--- src/rtl/route_pkg.sv ---
package route_pkg;
  localparam int TAG_W     = 32;
  localparam int ENG_W     = 4;
  localparam int CFG_BIT   = 4;
  localparam int LAST_BIT  = 5;
  localparam int DT_LSB    = 6;
  localparam int DT_W      = 2;
  localparam int OFS_LSB   = 8;
  localparam int OFS_W     = 8;
  localparam int NENG      = 3;
  localparam int ADDR_STEP = 4;
  localparam int IDX_W     = OFS_W - 2;

  typedef struct packed {
    logic [ENG_W-1:0] eng;
    logic             cfg;
    logic             last;
    logic [DT_W-1:0]  dtype;
    logic [OFS_W-1:0] ofs;
  } tag_f_t;

  function automatic tag_f_t split_tag(input logic [TAG_W-1:0] t);
    tag_f_t f;
    f.eng   = t[ENG_W-1:0];
    f.cfg   = t[CFG_BIT];
    f.last  = t[LAST_BIT];
    f.dtype = t[DT_LSB +: DT_W];
    f.ofs   = t[OFS_LSB +: OFS_W];
    return f;
  endfunction

  // engine code owned by port index
  function automatic logic [ENG_W-1:0] eng_code(input int idx);
    case (idx)
      0:       return 4'h1;
      1:       return 4'h3;
      default: return 4'hF;
    endcase
  endfunction

  // word address of the idx-th register word of a block
  function automatic logic [OFS_W-1:0] cfg_addr_at(input logic [OFS_W-1:0] base,
                                                   input logic [IDX_W-1:0] idx);
    return base + OFS_W'(int'(idx) * ADDR_STEP);
  endfunction
endpackage

--- src/rtl/route_tag_decode.sv ---
module route_tag_decode
  import route_pkg::*;
#(
  parameter int N = NENG
) (
  input  logic [TAG_W-1:0] tag_i,
  output tag_f_t           fld_o,
  output logic [N-1:0]     hit_o,
  output logic             known_o
);
  logic [TAG_W-OFS_LSB-OFS_W-1:0] unused_hi;
  assign unused_hi = tag_i[TAG_W-1:OFS_LSB+OFS_W];

  assign fld_o = split_tag(tag_i);

  for (genvar g = 0; g < N; g++) begin : g_hit
    assign hit_o[g] = (fld_o.eng == eng_code(g));
  end

  assign known_o = |hit_o;

  always_comb begin
    assert_hit_onehot_R1: assert ($onehot0(hit_o));
  end
endmodule

--- src/rtl/route_port_steer.sv ---
module route_port_steer #(
  parameter int N = 3
) (
  input  logic         in_valid_i,
  input  logic [N-1:0] hit_i,
  input  logic         known_i,
  input  logic         is_cfg_i,
  input  logic [N-1:0] out_ready_i,
  output logic [N-1:0] cfg_valid_o,
  output logic [N-1:0] dat_valid_o,
  output logic         in_ready_o,
  output logic         accept_o,
  output logic         drop_o
);
  logic sel_ready;

  assign sel_ready   = |(hit_i & out_ready_i);
  assign in_ready_o  = known_i ? sel_ready : 1'b1;
  assign cfg_valid_o = (in_valid_i &&  is_cfg_i) ? hit_i : '0;
  assign dat_valid_o = (in_valid_i && !is_cfg_i) ? hit_i : '0;
  assign accept_o    = in_valid_i && known_i && sel_ready;
  assign drop_o      = in_valid_i && !known_i;

  always_comb begin
    assert_one_port_R6: assert ($onehot0({cfg_valid_o, dat_valid_o}));
    assert_handshake_R6: assert (accept_o == |((cfg_valid_o | dat_valid_o) & out_ready_i));
    assert_drop_silent_R7: assert (!drop_o || ((cfg_valid_o | dat_valid_o) == '0));
  end
endmodule

--- src/rtl/route_cfg_tracker.sv ---
module route_cfg_tracker
  import route_pkg::*;
(
  input  logic             clk,
  input  logic             rst_n,
  input  logic             accept_i,
  input  logic             is_cfg_i,
  input  logic             last_i,
  input  logic [OFS_W-1:0] base_i,
  output logic [OFS_W-1:0] addr_o
);
  logic [IDX_W-1:0] word_idx;
  logic             step_ev;
  logic             restart_ev;

  assign step_ev    = accept_i && is_cfg_i && !last_i;
  assign restart_ev = accept_i && !step_ev;

  always_ff @(posedge clk) begin
    if (!rst_n)          word_idx <= '0;
    else if (step_ev)    word_idx <= word_idx + 1'b1;
    else if (restart_ev) word_idx <= '0;
  end

  assign addr_o = cfg_addr_at(base_i, word_idx);

  assert_addr_step_R5: assert property (@(posedge clk) disable iff (!rst_n)
    step_ev |=> (word_idx == IDX_W'($past(word_idx) + 1'b1)));
  assert_block_restart_R5: assert property (@(posedge clk) disable iff (!rst_n)
    restart_ev |=> (word_idx == '0));
  assert_idx_hold_R5: assert property (@(posedge clk) disable iff (!rst_n)
    !accept_i |=> $stable(word_idx));
endmodule

--- src/rtl/tag_stream_router.sv ---
module tag_stream_router
  import route_pkg::*;
(
  input  logic        clk,
  input  logic        rst_n,
  input  logic        in_valid,
  output logic        in_ready,
  input  logic [31:0] in_data,
  input  logic [31:0] in_tag,
  output logic [2:0]  out_cfg_valid,
  output logic [2:0]  out_dat_valid,
  input  logic [2:0]  out_ready,
  output logic [31:0] out_data,
  output logic        out_last,
  output logic [1:0]  out_dtype,
  output logic [7:0]  out_cfg_addr,
  output logic        err_unknown
);
  tag_f_t          fld;
  logic [NENG-1:0] hit;
  logic            known;
  logic            accept;
  logic            drop;

  route_tag_decode #(.N(NENG)) u_dec (
    .tag_i  (in_tag),
    .fld_o  (fld),
    .hit_o  (hit),
    .known_o(known)
  );

  route_port_steer #(.N(NENG)) u_steer (
    .in_valid_i (in_valid),
    .hit_i      (hit),
    .known_i    (known),
    .is_cfg_i   (fld.cfg),
    .out_ready_i(out_ready),
    .cfg_valid_o(out_cfg_valid),
    .dat_valid_o(out_dat_valid),
    .in_ready_o (in_ready),
    .accept_o   (accept),
    .drop_o     (drop)
  );

  route_cfg_tracker u_trk (
    .clk     (clk),
    .rst_n   (rst_n),
    .accept_i(accept),
    .is_cfg_i(fld.cfg),
    .last_i  (fld.last),
    .base_i  (fld.ofs),
    .addr_o  (out_cfg_addr)
  );

  assign out_data  = in_data;
  assign out_last  = fld.last;
  assign out_dtype = fld.dtype;

  always_ff @(posedge clk) begin
    if (!rst_n)    err_unknown <= 1'b0;
    else if (drop) err_unknown <= 1'b1;
  end

  assert_err_set_R7: assert property (@(posedge clk) disable iff (!rst_n)
    drop |=> err_unknown);
  assert_err_sticky_R7: assert property (@(posedge clk) disable iff (!rst_n)
    err_unknown |=> err_unknown);
  assert_err_cause_R7: assert property (@(posedge clk) disable iff (!rst_n)
    $rose(err_unknown) |-> $past(drop));
  assert_idle_quiet_R2: assert property (@(posedge clk) disable iff (!rst_n)
    !in_valid |-> ((out_cfg_valid | out_dat_valid) == 3'b000));
endmodule

--- config.mk ---
export PLATFORM = sky130hd
export DESIGN_NAME = tag_stream_router
export DESIGN_NICKNAME = d
export VERILOG_FILES = /design/src/rtl/route_pkg.sv /design/src/rtl/route_tag_decode.sv /design/src/rtl/route_port_steer.sv /design/src/rtl/route_cfg_tracker.sv /design/src/rtl/tag_stream_router.sv
export SDC_FILE = /design/constraint.sdc
export NUM_CORES = 1
export LEC_CHECK = 0
export BUFFER_PORTS_ARGS = -buffer_cell sky130_fd_sc_hd__buf_2
export CORE_UTILIZATION = 30
export DETAILED_ROUTE_END_ITERATION = 10
export GPL_TIMING_DRIVEN = 0
export PLACE_DENSITY = 0.88
export SETUP_SLACK_MARGIN = 0.5
export SLEW_MARGIN = 5
export SYNTH_ARGS = -nofsm -noshare
export SYNTH_HDL_FRONTEND = slang
export SYNTH_HIERARCHICAL = 1
export SYNTH_SLANG_ARGS = --single-unit
--- constraint.sdc ---
create_clock -name clk -period 1.7 [get_ports clk]
set_input_delay 0.17 -clock clk [delete_from_list [all_inputs] [get_ports clk]]
set_output_delay 0.17 -clock clk [all_outputs]
set_load 0.01 [all_outputs]
==> summary.md, run 1 <==
| Metric | Value |
|---|---|
| Run status | finished, violations left |
| Failing checks | setup timing |
| Area taken by multi-input logic gates | 578 um^2 |
| # DRC | 0 |
| Nets@finish | 272 |
| RSZ-0062 raised after global routing | yes |
| Critical path depth in cells | 6 |
| Syn avg cell area | 8.18 um^2 |
| Switching share of power | 28.6% |
| Clock root buffer | clkbuf_4 |
| Syn Nets | 195 |
| Iter 0 DRT Violations | 18 |
| Final ANT Viol Nets | 0 |
| Total internal power | 0.401 mW |
| Die W | 58.7 um |
| Max H-tree Level | 1 |
| Top Ports | 121 |
| Net Sw Power | 0.161 mW |
| Register Area | 149 um^2 |
| Clk_lat worst skew | 0.25 ns |
| Core box area | 3050 um^2 |
| Dpl ws | -0.0700 ns |
| Dpl cells | 222 |
| Final worst path period share | 111% |
| Largest net degree at the start of global routing | 9 |
| Final Hold Viols | 0 |
| Peak supply drop | 0.198 mV |
| N_diodes | 0 |
| Number of port buffers | 60 |
| DPL Wire Length | 1770 um |
| Via Count | 1016 |
| Vias in the first global route | 814 |
| Critical-path cell list | ha_4 -> fa_2 -> a21o_1 -> a21oi_2 -> xnor2_2 -> buf_2 |
| Die Height | 58.7 um |
| Tot Pwr | 0.562 mW |
| Crit path kind | flop to output pin |
| TritonCTS clock tree | built |
| Power share of the clock group | 27.4% |
| CTS buffer count | 3 |
| Crit. End Element | output pin |
| Synth-to-layout area growth | 70.2% |
| Row count | 20 |
| Final setup fails | 3 |
| HP Class | primary input to flop |
| Final Non-Filler Cells | 238 |
| Worst slew pin tran | 0.260 ns |
| Logic pwr share | 43.4% |
| Sequential power share | 29.2% |
| Worst Hold Slack | 0.201 ns |
| Drt wl/cell | 9.85 um |
| CP peak stage delay | 0.35 ns |
| Achievable Freq | 531 MHz |
| # clock sinks | 7 |
| Initial antenna violation count | 0 |
| Global-route wire length before repair | 3180 um |
| Crit path DAT | 1.71 ns |
| Final core utilization | 53.8% |
| P_leak | 0.899 nW |
| Max-Cap Viols | 0 |
| Power Density | 342 nW/um^2 |
| DR vias/cell | 4.27 |
| Worst Reg-to-Reg Cells | 5 |
| Routed wire length | 2350 um |
| Crit Path Max Fanout | 3 |
| Rel. slew slack | 82.6% |
| GRT Total Usage | 11.5% |
| Post-DP Area | 1390 um^2 |
| Startpoint Class | flop |
| Share of layout cells above drive strength 1 | 74.7% |
| Post-route minimum period | 1.88 ns |
| CP max-delay cell | dfxtp_4 |
| CTS clock-pin slew for the worst setup and hold paths | 0.05 ns |
| First-pass DRT Iterations | 4 |
| Final worst setup slack | -0.184 ns |
| Final setup TNS | -0.422 ns |
| Starting density of the core | 31.6% |
| Synth Cell Area | 965 um^2 |
| Die Area | 3450 um^2 |
| Mapped Cells | 118 |
| CP top delay family | adder cells |
| R2r setup slk | 0.40 ns |
| Worst Hold Depth | 2 |
| CP bufs+invs | 1 |
| GRT overflow | 0 |
| Gpl congestion | 0.802 |
| Design Area, Final | 1640 um^2 |
| Worst EP required | 1.53 ns |
| CTS Buffer Depth | 2 |
| Fillers | 302 |
| Yosys warning total | 6 |
| Slew Limit Fails | 0 |
| Final Skew | 0.00160 ns |
==> flip-flops by register name, indices dropped and copies added (netlist names) <==
signal and cells:
u_trk/word_idx 6, err_unknown 1
==> final timing paths <==
path,to,start
setup / recovery,out_cfg_addr[6],u_trk/word_idx[0]
hold / removal,err_unknown,rst_n
setup reg to reg,u_trk/word_idx[4],u_trk/word_idx[0]
hold reg to reg,err_unknown,err_unknown
==> cell type report <==
class / instances / share of cell area, %
plain buffers: 46 / 21.0
clock buffers: 4 / 1.60
inverters: 3 / 0.838
multi-input cells: 62 / 35.2
flip-flops and latches: 7 / 9.07
well taps: 44 / 3.35
repair buffers: 72 / 28.9
==> placed cells by master (no fill, tap or decap), types with 2 or more instances in the layout <==
master    count
buf_2        52
buf_4        51
buf_6        13
ha_1          5
dfxtp_1       4
nor2b_1       4
o21ai_0       4
clkbuf_4      3
a21o_1        3
and3_1        3
and2_1        3
nand3_1       3
buf_8         2
and3_4        2
nand2_2       2
nor2_4        2
xor2_1        2
a21oi_2       2
xnor2_1       2
a21oi_1       2
inv_1         2
o311a_1       2
dfxtp_4       2
==> metal layers <==
| layer | vias to the layer above | global-route usage, % | wire length (um) |
|---|---|---|---|
| li1 | 516 | - | - |
| met1 | 441 | 13.4 | 878 |
| met2 | 57 | 21.7 | 1260 |
| met3 | 2 | 1.10 | 194 |
| met4 | 0 | 4.08 | 16 |
| met5 | - | 0 | 0 |
==> power by group through the flow <==
stage / sequential (mW) / clock, mW / combinational, mW
2_1_floorplan: 0.170 / 0 / 0.147
3_3_place_gp: 0.169 / 0 / 0.216
3_5_place_dp: 0.169 / 0 / 0.220
4_1_cts: 0.164 / 0.159 / 0.235
5_1_grt: 0.164 / 0.168 / 0.262
6_report: 0.164 / 0.154 / 0.244
==> repair_timing <==
| action | 4_1_cts | 5_1_grt |
|---|---|---|
| endpoints found under the setup margin | 12 | 13 |
| hold buffers | 0 | 0 |
| resized for setup | 19 | 19 |
| setup buffers | 10 | 2 |
| pin swaps | 9 | 6 |
(Power assumes the default switching activity.)
==> run 2, diff against run 1 <==
--- a/config.mk
+++ b/config.mk
@@ -6,10 +6,13 @@
 export NUM_CORES = 1
 export LEC_CHECK = 0
 export BUFFER_PORTS_ARGS = -buffer_cell sky130_fd_sc_hd__buf_2
+export CORE_MARGIN = 2
 export CORE_UTILIZATION = 30
+export CTS_CLUSTER_DIAMETER = 30
 export DETAILED_ROUTE_END_ITERATION = 10
 export GPL_TIMING_DRIVEN = 0
 export PLACE_DENSITY = 0.88
+export REMOVE_ABC_BUFFERS = 1
 export SETUP_SLACK_MARGIN = 0.5
 export SLEW_MARGIN = 5
 export SYNTH_ARGS = -nofsm -noshare
==> run 2 against run 1 <==
Effect of this change:
- sequential share of layout area is 4.2 points higher
- clock power hardly changed
- largest power group is now sequential cells
- combinational power is 56% lower
- routed wire length is 77% higher
- highest routed layer unchanged
- the flow still finishes with violations (setup timing)
- setup slack worse by 0.013 ns
- utilization is 17 points lower
==> summary.md, run 2 (synthesis gave the netlist of run 1 again) <==
| Metric | Value |
|---|---|
| Run status | finished, violations left (unchanged) |
| Failing checks | setup timing (unchanged) |
| Final worst path period share | 112% (was 111%) |
| Die Area | 3690 um^2 (was 3450 um^2) |
| Final ANT Viol Nets | 0 (unchanged) |
| Peak supply drop | 0.132 mV (was 0.198 mV) |
| Met1 usage | 13.4% (about the same) |
| Max-Cap Viols | 0 (unchanged) |
| HP Class | primary input to flop (unchanged) |
| RSZ-0062 raised after global routing | yes (unchanged) |
| Top Ports | 121 (unchanged) |
| Number of port buffers | 32 (was 60) |
| Final setup fails | 3 (unchanged) |
| Worst slew pin tran | 0.323 ns (was 0.260 ns) |
| Grt peak-use layer | met2 (unchanged) |
| GRT overflow | 0 (unchanged) |
| # clock sinks | 7 (unchanged) |
| Power share of the clock group | 35.9% (was 27.4%) |
| Max H-tree Level | 1 (unchanged) |
| Crit. Startpoint | u_trk/word_idx[0] (unchanged) |
| Clock root buffer | clkbuf_4 (unchanged) |
| CTS Buffer Depth | 2 (unchanged) |
| Die W | 60.7 um (was 58.7 um) |
| Logic pwr share | 25.3% (was 43.4%) |
| Gpl congestion | 0.864 (was 0.802) |
| CTS clock-pin slew for the worst setup and hold paths | 0.05 ns (about the same) |
| Final worst setup slack | -0.197 ns (was -0.184 ns) |
| Total internal power | 0.310 mW (was 0.401 mW) |
| N_diodes | 0 (unchanged) |
| Via Count | 799 (was 1016) |
| Top Registers | u_trk/word_idx (6), err_unknown (1) (unchanged) |
| TritonCTS clock tree | built (unchanged) |
| Drt wl/cell | 25.1 um (was 9.85 um) |
| DPL Wire Length | 3480 um (was 1770 um) |
| Vias in the first global route | 738 (was 814) |
| Final setup TNS | -0.335 ns (was -0.422 ns) |
| First-pass DRT Iterations | 4 (unchanged) |
| R2r startpoint | u_trk/word_idx[0] (unchanged) |
| Biggest register | u_trk/word_idx (unchanged) |
| P_leak | 0.540 nW (was 0.899 nW) |
| Commonest cells after routing, fill and taps aside | buf_2 (26), buf_4 (10), buf_6 (8), dfxtp_1 (4), nor2b_1 (4) (was buf_2 (52), buf_4 (51), buf_6 (13), ha_1 (5)) |
| Startpoint Class | flop (unchanged) |
| CTS buffer count | 3 (unchanged) |
| Most common cell after layout, fill and taps aside | buf_2 (unchanged) |
| Sequential power share | 38.8% (was 29.2%) |
| Fillers | 306 (was 302) |
| Achievable Freq | 527 MHz (was 531 MHz) |
| Worst Hold Depth | 2 (unchanged) |
| Largest net degree at the start of global routing | 9 (unchanged) |
| Switching share of power | 26.8% (was 28.6%) |
| Power Density | 377 nW/um^2 (was 342 nW/um^2) |
| Final Non-Filler Cells | 165 (was 238) |
| Net Sw Power | 0.114 mW (was 0.161 mW) |
| Nets@finish | 199 (was 272) |
| Largest register FFs | 6 (unchanged) |
| CTS Hold Bufs | 0 (unchanged) |
| Worst EP required | 1.53 ns (about the same) |
| Core box area | 3050 um^2 (unchanged) |
| Final Skew | 0.00377 ns (was 0.00160 ns) |
| Global-route wire length before repair | 5240 um (was 3180 um) |
| GRT Total Usage | 22.6% (was 11.5%) |
| Share of layout cells above drive strength 1 | 59.5% (was 74.7%) |
| Die Height | 60.7 um (was 58.7 um) |
| Synth-to-layout area growth | 16.5% (was 70.2%) |
| DR vias/cell | 4.84 (was 4.27) |
| Min-delay src | rst_n (unchanged) |
| Met3 Use GR | 31.6% (was 1.10%) |
| Post-route minimum period | 1.90 ns (was 1.88 ns) |
| # DRC | 0 (unchanged) |
| Worst Hold Slack | 0.198 ns (was 0.201 ns) |
| Row count | 20 (unchanged) |
| Rel. slew slack | 78.5% (was 82.6%) |
| Final Hold Viols | 0 (unchanged) |
| Met2 GRT Util | 39.5% (was 21.7%) |
| Worst Reg-to-Reg Cells | 6 (was 5) |
| Dpl ws | -0.394 ns (was -0.0700 ns) |
| Crit path kind | flop to output pin (unchanged) |
| Initial antenna violation count | 0 (unchanged) |
| Crit Path Max Fanout | 2 (was 3) |
| Routed wire length | 4150 um (was 2350 um) |
| Slew Limit Fails | 0 (unchanged) |
| Crit. End Element | output pin (unchanged) |
| Clk_lat worst skew | 0.25 ns (about the same) |
| Crit path DAT | 1.73 ns (was 1.71 ns) |
| Iter 0 DRT Violations | 17 (was 18) |
| Starting density of the core | 31.6% (unchanged) |
| Dpl cells | 148 (was 222) |
[run 2: power by group through the flow]
stage / clock network [mW] / logic, mW / registers (mW)
after global placement: 0 / 0.0765 / 0.171
after detailed placement: 0 / 0.0776 / 0.171
after CTS: 0.156 / 0.0985 / 0.164
after floorplan: 0 / 0.0330 / 0.172
final: 0.152 / 0.107 / 0.164
after global routing: 0.171 / 0.116 / 0.164
[run 2: repair_timing]
| item | 4_1_cts | 5_1_grt |
|---|---|---|
| hold endpoints to repair | 0 | 0 |
| setup buffers | 10 | 3 |
| resized for setup | 32 | 9 |
| setup endpoints to repair | 15 | 13 |
| pin swaps | 19 | 8 |
[run 2: layout make-up]
class / count / area (um^2) / share of cell area, %
Clock buffer: 4 / 26.3 / 2.34
Inverter: 3 / 11.3 / 1.00
Multi-Input combinational cell: 62 / 572 / 50.9
Sequential cell: 7 / 149 / 13.3
Tap cell: 44 / 55.1 / 4.90
Timing Repair Buffer: 45 / 310 / 27.6
[run 2: path summary, 6_finish.rpt]
kind              slack (ns)           endpoint
hold / removal          0.20        err_unknown
setup / recovery       -0.20    out_cfg_addr[6]
hold reg to reg         0.47        err_unknown
setup reg to reg        0.32  u_trk/word_idx[4]
[run 2: through the flow]
step	instance area [um^2]	total power, mW	utilization [%]
3_5_place_dp	835	0.248	27.3
6_report	1120	0.423	36.8
3_3_place_gp	835	0.247	27.3
4_1_cts	1070	0.418	35.2
5_1_grt	1120	0.451	36.8
2_1_floorplan	619	0.205	-
[run 2: worst max-delay path, stage by stage, from the launching register on]
cell,delay (ns)
dfxtp_4,0.35
ha_4,0.16
fa_2,0.34
a21o_1,0.20
a21oi_2,0.15
xnor2_1,0.12
buf_2,0.15
[run 2: per-layer routing]
metal	part of all wire (%)	wire length (um)
met1	22	895
met2	49	2030
met3	29	1210
met4	0.096	4
met5	0	0
==> run 3, diff against run 2 <==
--- a/config.mk
+++ b/config.mk
@@ -6,6 +6,7 @@
 export NUM_CORES = 1
 export LEC_CHECK = 0
 export BUFFER_PORTS_ARGS = -buffer_cell sky130_fd_sc_hd__buf_2
+export CORE_ASPECT_RATIO = 1.25
 export CORE_MARGIN = 2
 export CORE_UTILIZATION = 30
 export CTS_CLUSTER_DIAMETER = 30
@@ -14,8 +15,10 @@
 export PLACE_DENSITY = 0.88
 export REMOVE_ABC_BUFFERS = 1
 export SETUP_SLACK_MARGIN = 0.5
+export SKIP_LAST_GASP = 1
 export SLEW_MARGIN = 5
 export SYNTH_ARGS = -nofsm -noshare
 export SYNTH_HDL_FRONTEND = slang
 export SYNTH_HIERARCHICAL = 1
 export SYNTH_SLANG_ARGS = --single-unit
+export TNS_END_PERCENT = 10
==> run 3 against run 2 <==
Effect of this change:
- the run still ends with setup timing left
- total power is 14% higher
- setup slack better by 0.056 ns
- utilization is 7.1 points lower
- via count is 8.1% lower
- die area hardly changed
- non-clock buffer count is 11 lower
- sequential power hardly changed
- final area is 17% lower
- combinational power is 23% lower
- count of clock-buffer cells in the layout stayed put
- sequential share of layout area is 2.7 points higher
- critical path type unchanged
==> summary.md, run 3 (synthesis gave the netlist of run 1 again) <==
| Metric | Value |
|---|---|
| Run status | finished, violations left (unchanged) |
| Failing checks | setup timing (unchanged) |
| Peak supply drop | 0.447 mV (was 0.132 mV) |
| Biggest register | u_trk/word_idx (unchanged) |
| First-pass DRT Iterations | 4 (unchanged) |
| Switching share of power | 24.3% (was 26.8%) |
| Drt wl/cell | 26.0 um (was 25.1 um) |
| Iter 0 DRT Violations | 26 (was 17) |
| Via Count | 734 (was 799) |
| Crit. End Element | output pin (unchanged) |
| Largest net degree at the start of global routing | 9 (unchanged) |
| P_leak | 0.458 nW (was 0.540 nW) |
| N_diodes | 0 (unchanged) |
| Worst Hold Slack | 0.235 ns (was 0.198 ns) |
| # clock sinks | 7 (unchanged) |
| RSZ-0062 raised after global routing | yes (unchanged) |
| HP Class | primary input to flop (unchanged) |
| DR vias/cell | 4.99 (was 4.84) |
| Starting density of the core | 30.8% (was 31.6%) |
| # DRC | 0 (unchanged) |
| Row count | 23 (was 20) |
| Crit path kind | flop to output pin (unchanged) |
| Logic pwr share | 16.9% (was 25.3%) |
| Max-Cap Viols | 0 (unchanged) |
| Net Sw Power | 0.118 mW (was 0.114 mW) |
| Startpoint Class | flop (unchanged) |
| Achievable Freq | 543 MHz (was 527 MHz) |
| GRT Total Usage | 21.3% (was 22.6%) |
| Final setup fails | 2 (was 3) |
| Routed wire length | 3820 um (was 4150 um) |
| Final worst setup slack | -0.141 ns (was -0.197 ns) |
| CTS Hold Bufs | 0 (unchanged) |
| Top Ports | 121 (unchanged) |
| Total internal power | 0.366 mW (was 0.310 mW) |
| Worst slew pin tran | 0.462 ns (was 0.323 ns) |
| CTS buffer count | 3 (unchanged) |
| Commonest cells after routing, fill and taps aside | buf_2 (32), nor2b_1 (5), ha_1 (5), dfxtp_1 (4) (was buf_2 (26), buf_4 (10), buf_6 (8), dfxtp_1 (4), nor2b_1 (4)) |
| DPL Wire Length | 3450 um (was 3480 um) |
| Global-route wire length before repair | 4930 um (was 5240 um) |
| Nets@finish | 188 (was 199) |
| CTS clock-pin slew for the worst setup and hold paths | 0.04 ns (was 0.05 ns) |
| Final Hold Viols | 0 (unchanged) |
| Die Height | 67.4 um (was 60.7 um) |
| Final ANT Viol Nets | 0 (unchanged) |
| Gpl congestion | 0.868 (was 0.864) |
| CTS Buffer Depth | 2 (unchanged) |
| Share of layout cells above drive strength 1 | 47.3% (was 59.5%) |
| Tot Pwr | 0.484 mW (was 0.423 mW) |
| Max H-tree Level | 1 (unchanged) |
| Clk_lat worst skew | 0.23 ns (was 0.25 ns) |
| Sequential power share | 34.0% (was 38.8%) |
| Die W | 54.7 um (was 60.7 um) |
| Power share of the clock group | 49.1% (was 35.9%) |
| Rel. slew slack | 69.2% (was 78.5%) |
| Largest register FFs | 6 (unchanged) |
| GRT overflow | 0 (unchanged) |
| Top Registers | u_trk/word_idx (6), err_unknown (1) (unchanged) |
| Core box area | 3140 um^2 (was 3050 um^2) |
| Die Area | 3690 um^2 (about the same) |
| Synth-to-layout area growth | -3.50% (was 16.5%) |
| Number of port buffers | 32 (unchanged) |
| Clock root buffer | clkbuf_8 (was clkbuf_4) |
| Power Density | 520 nW/um^2 (was 377 nW/um^2) |
| Crit path DAT | 1.67 ns (was 1.73 ns) |
| Initial antenna violation count | 0 (unchanged) |
| Fillers | 339 (was 306) |
| Final worst path period share | 108% (was 112%) |
| Vias in the first global route | 706 (was 738) |
| Final setup TNS | -0.251 ns (was -0.335 ns) |
| Most common cell after layout, fill and taps aside | buf_2 (unchanged) |
| TritonCTS clock tree | built (unchanged) |
| Crit Path Max Fanout | 3 (was 2) |
| Slew Limit Fails | 0 (unchanged) |
| Worst EP required | 1.53 ns (about the same) |
| Final Skew | 0.00118 ns (was 0.00377 ns) |
| Post-route minimum period | 1.84 ns (was 1.90 ns) |
==> run 3: cell types whose count changed in the layout (fill, tap and decap cells not counted), moves of 3 or more <==
cell      change
buf_2         +6
buf_6         -8
clkbuf_8      +3
clkbuf_4      -3
buf_4         -8
==> run 3: power by group through the flow <==
stage               Combinational [mW]  Clock (mW)  Sequential (mW)
floorplan                       0.0330           0            0.172
global placement                0.0760           0            0.171
detailed placement              0.0778           0            0.171
CTS                             0.0801       0.247            0.165
global route                    0.0919       0.259            0.165
finish                          0.0819       0.238            0.165
==> run 3: final timing paths <==
path,from,to,slack [ns],cells after the start
worst max-delay path,u_trk/word_idx[0],out_cfg_addr[6],-0.14,6
worst min-delay path,rst_n,err_unknown,0.23,2
worst max register to register,u_trk/word_idx[0],u_trk/word_idx[4],0.40,5
worst min register to register,err_unknown,err_unknown,0.46,1
==> run 3: through the flow <==
stage | setup slack, ns | cell area, um^2 | utilization [%] | instances
global placement | -0.356 | 826 | 26.3 | 141
floorplan | 0.00689 | 619 | - | 72
CTS | -0.184 | 915 | 29.2 | 147
detailed placement | -0.416 | 826 | 26.3 | 141
finish | -0.141 | 931 | 29.7 | 147
global route | -0.207 | 931 | 29.7 | 147
==> run 3: critical path, stage by stage (launching register included) <==
cell and delay (ns):
dfxtp_4 0.34, ha_4 0.17, fa_2 0.34, a21o_1 0.17
a21oi_2 0.14, xnor2_1 0.13, buf_2 0.15
==> run 3: what timing repair did <==
action,CTS,global route
resized for setup,9,5
setup endpoints to repair,15,14
pin swaps,4,3
buffers inserted,2,0
==> run 3: final cells by class <==
class	instances	area, um^2	area share (%)
tap	37	46.3	4.97
clock buffer	4	45.0	4.84
sequential	7	149	16.0
timing repair buffer	34	175	18.8
inverter	3	11.3	1.21
multi-input combinational	62	504	54.2
==> run 3: per-layer routing <==
metal	wire length, um	track usage, %	share of wire (%)
met5	0	5.00	0
met2	1720	34.7	45
met4	45	3.13	1.2
met3	1240	29.6	32
met1	811	13.3	21
